--- config.mk ---
export PLATFORM = sky130hd
export DESIGN_NAME = wdog_sel_period
export DESIGN_NICKNAME = d
export VERILOG_FILES = /design/src/rtl/wdog_pkg.sv /design/src/rtl/wdog_period_dec.sv /design/src/rtl/wdog_counter.sv /design/src/rtl/wdog_actions.sv /design/src/rtl/wdog_sel_period.sv
export SDC_FILE = /design/constraint.sdc
export NUM_CORES = 1
export LEC_CHECK = 0
export BUFFER_PORTS_ARGS = -buffer_cell sky130_fd_sc_hd__clkbuf_2
export CAP_MARGIN = 30
export CORE_UTILIZATION = 57
export CTS_CLUSTER_SIZE = 16
export DETAILED_ROUTE_END_ITERATION = 16
export PLACE_DENSITY_LB_ADDON = 0.3
export SYNTH_ARGS = -nofsm -noshare
export SYNTH_HDL_FRONTEND = slang
export SYNTH_SLANG_ARGS = --single-unit
--- constraint.sdc ---
create_clock -name clk -period 6.6 [get_ports clk]
set_input_delay 1.32 -clock clk [delete_from_list [all_inputs] [get_ports clk]]
set_output_delay 1.32 -clock clk [all_outputs]
set_load 0.02 [all_outputs]
--- src/rtl/wdog_pkg.sv ---
package wdog_pkg;
   localparam int CFG_W      = 16;
   localparam int CODE_W     = 4;
   localparam int B_RUN      = 4;
   localparam int B_RST_EN   = 5;
   localparam int B_SCOPE    = 6;
   localparam int B_FAIL_EN  = 7;
   localparam int B_CLR_STAT = 8;
   localparam int B_CLR_CNT  = 9;
   localparam longint unsigned MAX_PERIOD_US = 64000000;

   // Period in microseconds for a code; codes 1..10 double from 1 ms.
   function automatic longint unsigned period_us(input logic [CODE_W-1:0] code);
      case (code)
         4'd0:    return 512;
         4'd11:   return 1000000;
         4'd12:   return 4000000;
         4'd13:   return 16000000;
         4'd14:   return 32000000;
         4'd15:   return 64000000;
         default: return longint'(1000) << (code - 4'd1);
      endcase
   endfunction
endpackage

--- src/rtl/wdog_period_dec.sv ---
module wdog_period_dec
   import wdog_pkg::*;
#(
   parameter int CNT_W        = 26,
   parameter int TICKS_PER_US = 1
) (
   input  logic [CODE_W-1:0] code,
   output logic [CNT_W-1:0]  limit
);
   generate
      if (TICKS_PER_US == 1) begin : g_direct
         assign limit = CNT_W'(period_us(code));
      end else begin : g_scaled
         assign limit = CNT_W'(period_us(code) * longint'(TICKS_PER_US));
      end
   endgenerate
endmodule

--- src/rtl/wdog_counter.sv ---
module wdog_counter #(
   parameter int CNT_W = 26
) (
   input  logic             clk,
   input  logic             rst_n,
   input  logic             run,
   input  logic             tick,
   input  logic             restart,
   input  logic [CNT_W-1:0] limit,
   output logic [CNT_W-1:0] count,
   output logic             hit
);
   localparam logic [CNT_W-1:0] ONE = {{(CNT_W-1){1'b0}}, 1'b1};

   logic last;
   assign last = (count == limit - ONE);
   assign hit  = run && tick && !restart && last;

   always_ff @(posedge clk or negedge rst_n) begin
      if (!rst_n)                   count <= '0;
      else if (restart || !run)     count <= '0;
      else if (tick)                count <= last ? '0 : count + ONE;
   end
endmodule

--- src/rtl/wdog_actions.sv ---
module wdog_actions (
   input  logic clk,
   input  logic rst_n,
   input  logic hit,
   input  logic clr_stat,
   input  logic rst_en,
   input  logic scope_sys,
   input  logic fail_en,
   output logic flag,
   output logic fail,
   output logic rst_local,
   output logic rst_sys
);
   always_ff @(posedge clk or negedge rst_n) begin
      if (!rst_n) begin
         flag      <= 1'b0;
         fail      <= 1'b0;
         rst_local <= 1'b0;
         rst_sys   <= 1'b0;
      end else begin
         if (hit)           flag <= 1'b1;
         else if (clr_stat) flag <= 1'b0;
         if (hit && fail_en) fail <= 1'b1;
         else if (clr_stat)  fail <= 1'b0;
         rst_local <= hit && rst_en && !scope_sys;
         rst_sys   <= hit && rst_en &&  scope_sys;
      end
   end
endmodule

--- src/rtl/wdog_sel_period.sv ---
module wdog_sel_period
   import wdog_pkg::*;
#(
   parameter int CNT_W        = 26,
   parameter int TICKS_PER_US = 1
) (
   input  logic                 clk,
   input  logic                 rst_n,
   input  logic                 tick_i,
   input  logic                 cfg_we_i,
   input  logic [CFG_W-1:0]     cfg_wdata_i,
   output logic                 timeout_o,
   output logic                 board_fail_o,
   output logic                 rst_local_o,
   output logic                 rst_sys_o,
   output logic [CNT_W-1:0]     count_o,
   output logic [CNT_W-1:0]     limit_o
);
   localparam longint unsigned MAX_TICKS = MAX_PERIOD_US * longint'(TICKS_PER_US);

   initial begin
      if (TICKS_PER_US < 1)
         $error("TICKS_PER_US must be at least 1");
      if (CNT_W > 62 || MAX_TICKS >= (longint'(1) << CNT_W))
         $error("CNT_W too narrow for the longest period");
   end

   logic [CODE_W-1:0] code_q;
   logic run_q, rst_en_q, scope_q, fail_en_q;
   logic restart, clr_stat, hit;

   assign restart  = cfg_we_i && (cfg_wdata_i[B_CLR_CNT] ||
                                  (cfg_wdata_i[CODE_W-1:0] != code_q));
   assign clr_stat = cfg_we_i && cfg_wdata_i[B_CLR_STAT];

   always_ff @(posedge clk or negedge rst_n) begin
      if (!rst_n) begin
         code_q    <= '0;
         run_q     <= 1'b0;
         rst_en_q  <= 1'b0;
         scope_q   <= 1'b0;
         fail_en_q <= 1'b0;
      end else if (cfg_we_i) begin
         code_q    <= cfg_wdata_i[CODE_W-1:0];
         run_q     <= cfg_wdata_i[B_RUN];
         rst_en_q  <= cfg_wdata_i[B_RST_EN];
         scope_q   <= cfg_wdata_i[B_SCOPE];
         fail_en_q <= cfg_wdata_i[B_FAIL_EN];
      end
   end

   wdog_period_dec #(.CNT_W(CNT_W), .TICKS_PER_US(TICKS_PER_US)) u_dec (
      .code  (code_q),
      .limit (limit_o)
   );

   wdog_counter #(.CNT_W(CNT_W)) u_cnt (
      .clk     (clk),
      .rst_n   (rst_n),
      .run     (run_q),
      .tick    (tick_i),
      .restart (restart),
      .limit   (limit_o),
      .count   (count_o),
      .hit     (hit)
   );

   wdog_actions u_act (
      .clk       (clk),
      .rst_n     (rst_n),
      .hit       (hit),
      .clr_stat  (clr_stat),
      .rst_en    (rst_en_q),
      .scope_sys (scope_q),
      .fail_en   (fail_en_q),
      .flag      (timeout_o),
      .fail      (board_fail_o),
      .rst_local (rst_local_o),
      .rst_sys   (rst_sys_o)
   );
endmodule

==> out/results.txt <==
Status: finished, final reports clean
Power density cells: 195.8 mW/mm^2
Setup violators final: 0
Post-route ant nets: 0
Skew-Pair Late Insertion Delay: 0.29 ns
Vias: 3,855
Total CTS buffers: 5
Grt total ovfl: 0
Synth unique cells: 73
Largest net degree at the start of global routing: 42
Crit-path leading delay family: simple AND/OR/NAND/NOR gates
Peak VDD IR: 0.0001090 V
TritonCTS clock tree: done
Post-synth EDFFs: 0
Setup skew after layout: 0.005607 ns
Largest stage delay on the critical path: 0.70 ns
Seq/Total Area, Yosys: 25.12%
PortBufs: 66
Post-route cell area: 0.004203 sq mm
Number of global-route vias before repair: 3,569
Total number of yosys warnings: 0
Most common cell after layout, fill and taps aside: clkbuf_2
Initial antenna violation count: 0
Die Width: 83.50 microns
Final core occ: 65.81%
Worst slew pin tran: 1.270 ns
Post-synth ARST share: 100.0%
Starting Density: 59.29%
CP startpoint kind: flop
Syn Std Cell Area: 0.003786 sq mm
Compound-cell area share of the yosys netlist: 24.85%
Min Tclk post-route: 5.873 ns
Placed inst area: 0.004084 sq mm
Total die area: 0.006972 sq mm
CP Max Fanout: 21
Main synth FF type: dfrtp_1
Layout area overhead: 11.00%
Synthesized area per cell: 8.073 sq um
Wirelength per Cell: 18.21 microns
Clk root buf: clkbuf_8
Cell row count: 29
Setup Buffers After CTS: 0
Max-Slew Margin vs Limit: 15.34%
Slowest-stage cell, CP: or4b_1
Clock sink total: 38
Crit path kind: flop to flop
Synth Area in XOR/XNOR: 11.10%
Final Hold Viols: 0
Drt pass-1 iters: 6
Mux contribution to synthesized area: 1.124%
Drt via density: 6.512
Mapped Cells: 469
Power, Total: 822.7 uW
WP buf/inv: 3
# placed instances: 582
Share of layout cells above drive strength 1: 20.78%
Worst Path Arrival: 6.00 ns
CP endpoint kind: flop
Lkg Pwr: 1.787 nW
Hold Path Class: flop to flop
Post-CTS sizing: 0
Nets: 543
Most frequent cells in the layout: 66 x clkbuf_2, 38 x dfrtp_1, 37 x nand2_1
First-pass GRT wire length: 17.91 mm
Core Area: 0.006386 sq mm
Setup TNS: 0 ns
DRC: 0
Die Y: 83.50 microns
DRT iter0 DRCs: 426
Simple-Gate Fraction of Synth Area: 27.43%
Post-CTS Hold Buffers: 0
Number of synthesized register bits: 38
Slew Limit Fails: 0
Dpl hpwl: 7.982 mm
CTS H-tree lvls: 2
Max clock buf depth: 2
Required time worst endpoint: 6.72 ns
Fin crit share: 88.99%
Routability Congestion: 1.009
Largest family of logic cells by synthesized area: simple AND/OR/NAND/NOR gates
IO Count: 76
Maximum capacitance violations: 0
Clock transition at the registers of the reported paths: 0.08 ns
Adder-cell share of the synthesized area: 2.974%
Fmax achieved: 170.3 MHz
Cell Count, Final, Fillers Out: 592
RSZ-0062 raised after global routing: false
Worst-path cell chain: inv_1 > ha_1 > inv_1 > ha_1 > o21ba_1 > o31a_1 > or2_0 > or4b_1 > or4_4 > a2111o_1 > a221oi_2 > and4_1 > buf_4 > a211oi_1
Final wirelength: 10.78 mm
GRT Util Overall: 31.37%
Antenna Cells: 0
[where the power goes]
group / total, mW / switching (mW) / leakage [nW] / internal, mW
Clock: 0.169 / 0.0848 / 0.0482 / 0.0844
Combinational: 0.401 / 0.259 / 1.22 / 0.142
Sequential: 0.252 / 0.0135 / 0.515 / 0.239
[through the flow]
| stage | hold slack [ns] | worst slack (ns) |
|---|---|---|
| final | 0.4556 | 0.7267 |
| after global routing | 0.4479 | 0.4133 |
| after CTS | 0.4463 | 0.8564 |
| after detailed placement | 0.4337 | 0.8884 |
| after global placement | 0.4159 | 0.9598 |
| after floorplan | 0.4109 | 1.437 |
[worst paths after layout]
| path | slack (ns) | startpoint | cells after the start | to |
|---|---|---|---|---|
| setup / recovery | 0.73 | code_q[0]$_DFFE_PN0P_ | 14 | u_cnt.count[16]$_DFFE_PN0P_ |
| hold / removal | 0.46 | scope_q$_DFFE_PN0P_ | 1 | u_act.rst_local$_DFF_PN0_ |
| setup reg to reg | 0.73 | code_q[0]$_DFFE_PN0P_ | 14 | u_cnt.count[16]$_DFFE_PN0P_ |
| hold reg to reg | 0.46 | scope_q$_DFFE_PN0P_ | 1 | u_act.rst_local$_DFF_PN0_ |
| max in group asynchronous | 5.36 | rst_n | 2 | u_act.fail$_DFFE_PN0P_ |
| min in group asynchronous | 0.83 | rst_n | 1 | u_cnt.count[11]$_DFFE_PN0P_ |
[cell usage after synthesis, types with 3 or more instances]
| library cell | n | share of area [%] |
|---|---|---|
| nor2b_1 | 4 | 0.66 |
| a31o_2 | 3 | 0.69 |
| nand3b_1 | 3 | 0.59 |
| nand2_1 | 37 | 3.7 |
| or2_2 | 4 | 0.66 |
| nor3_1 | 19 | 2.5 |
| nor2_1 | 26 | 2.6 |
| dfrtp_1 | 38 | 25 |
| o31a_1 | 6 | 1.4 |
| a21o_1 | 5 | 0.99 |
| o221ai_1 | 3 | 0.69 |
| a211oi_1 | 13 | 2.6 |
| a21oi_1 | 13 | 1.7 |
| buf_4 | 4 | 0.79 |
| xor2_1 | 25 | 5.8 |
| a211oi_2 | 10 | 3.3 |
| inv_1 | 23 | 2.3 |
| o211ai_1 | 4 | 0.79 |
| and3_1 | 5 | 0.83 |
| buf_1 | 3 | 0.30 |
| and4_1 | 9 | 2.1 |
| o211a_1 | 4 | 1.1 |
| buf_2 | 4 | 0.53 |
| nor4_1 | 11 | 1.8 |
| xnor2_1 | 23 | 5.3 |
| or3_1 | 4 | 0.66 |
| and2_1 | 7 | 1.2 |
| a31oi_1 | 5 | 0.83 |
| clkbuf_1 | 22 | 2.2 |
| ha_1 | 9 | 3.0 |
| nor4b_1 | 5 | 1.2 |
| nand3_1 | 17 | 2.2 |
| nand2b_1 | 9 | 1.5 |
| nand4_1 | 13 | 2.1 |
| or4_1 | 6 | 1.2 |
| o21ai_0 | 24 | 3.2 |
| o31ai_1 | 6 | 1.2 |
[sequential cells by signal, indices dropped and copies added, names as in the netlist]
signal	cells
u_cnt.count	26
code_q	4
fail_en_q	1
rst_en_q	1
run_q	1
scope_q	1
u_act.fail	1
u_act.flag	1
u_act.rst_local	1
u_act.rst_sys	1
[cells by family (layout without fill, tap and decap cells)]
| family | count (synthesis) | in the layout |
|---|---|---|
| AOI/OAI and AO/OA | 122 | 122 |
| xor gates and xnor gates | 48 | 48 |
| adders and majority gates | 9 | 9 |
| buffers and inverters | 60 | 104 |
| DFF | 38 | 38 |
| muxes | 4 | 4 |
| other | 1 | 3 |
| and+or+nand+nor | 187 | 187 |
[worst register-to-register path, delay by kind of cell, from the launching register on]
family / cells / cell delay (ns)
DFF: 1 / 0.61
and+or+nand+nor: 4 / 1.91
buffers and inverters: 3 / 0.65
AOI/OAI and AO/OA: 5 / 1.43
adders and majority gates: 2 / 1.10
[area by class of cell]
class	instances	area, sq um
Multi-Input combinational cell	373	2566
Fill cell	573	2183
Sequential cell	38	950.9
Timing Repair Buffer	72	407.9
Tap cell	77	96.34
Inverter	24	90.09
Clock buffer	7	86.33
Clock inverter	1	5.005
[per-layer routing]
layer  track usage [%]  wire length, microns  up-vias
li1                  -                     -     1822
met1             44.38                  4682     1815
met2             51.04                  5072      192
met3             4.451                   822       26
met4             7.242                   200        0
met5                 0                     0        -
No activity file was read; power rests on OpenSTA's default activity.
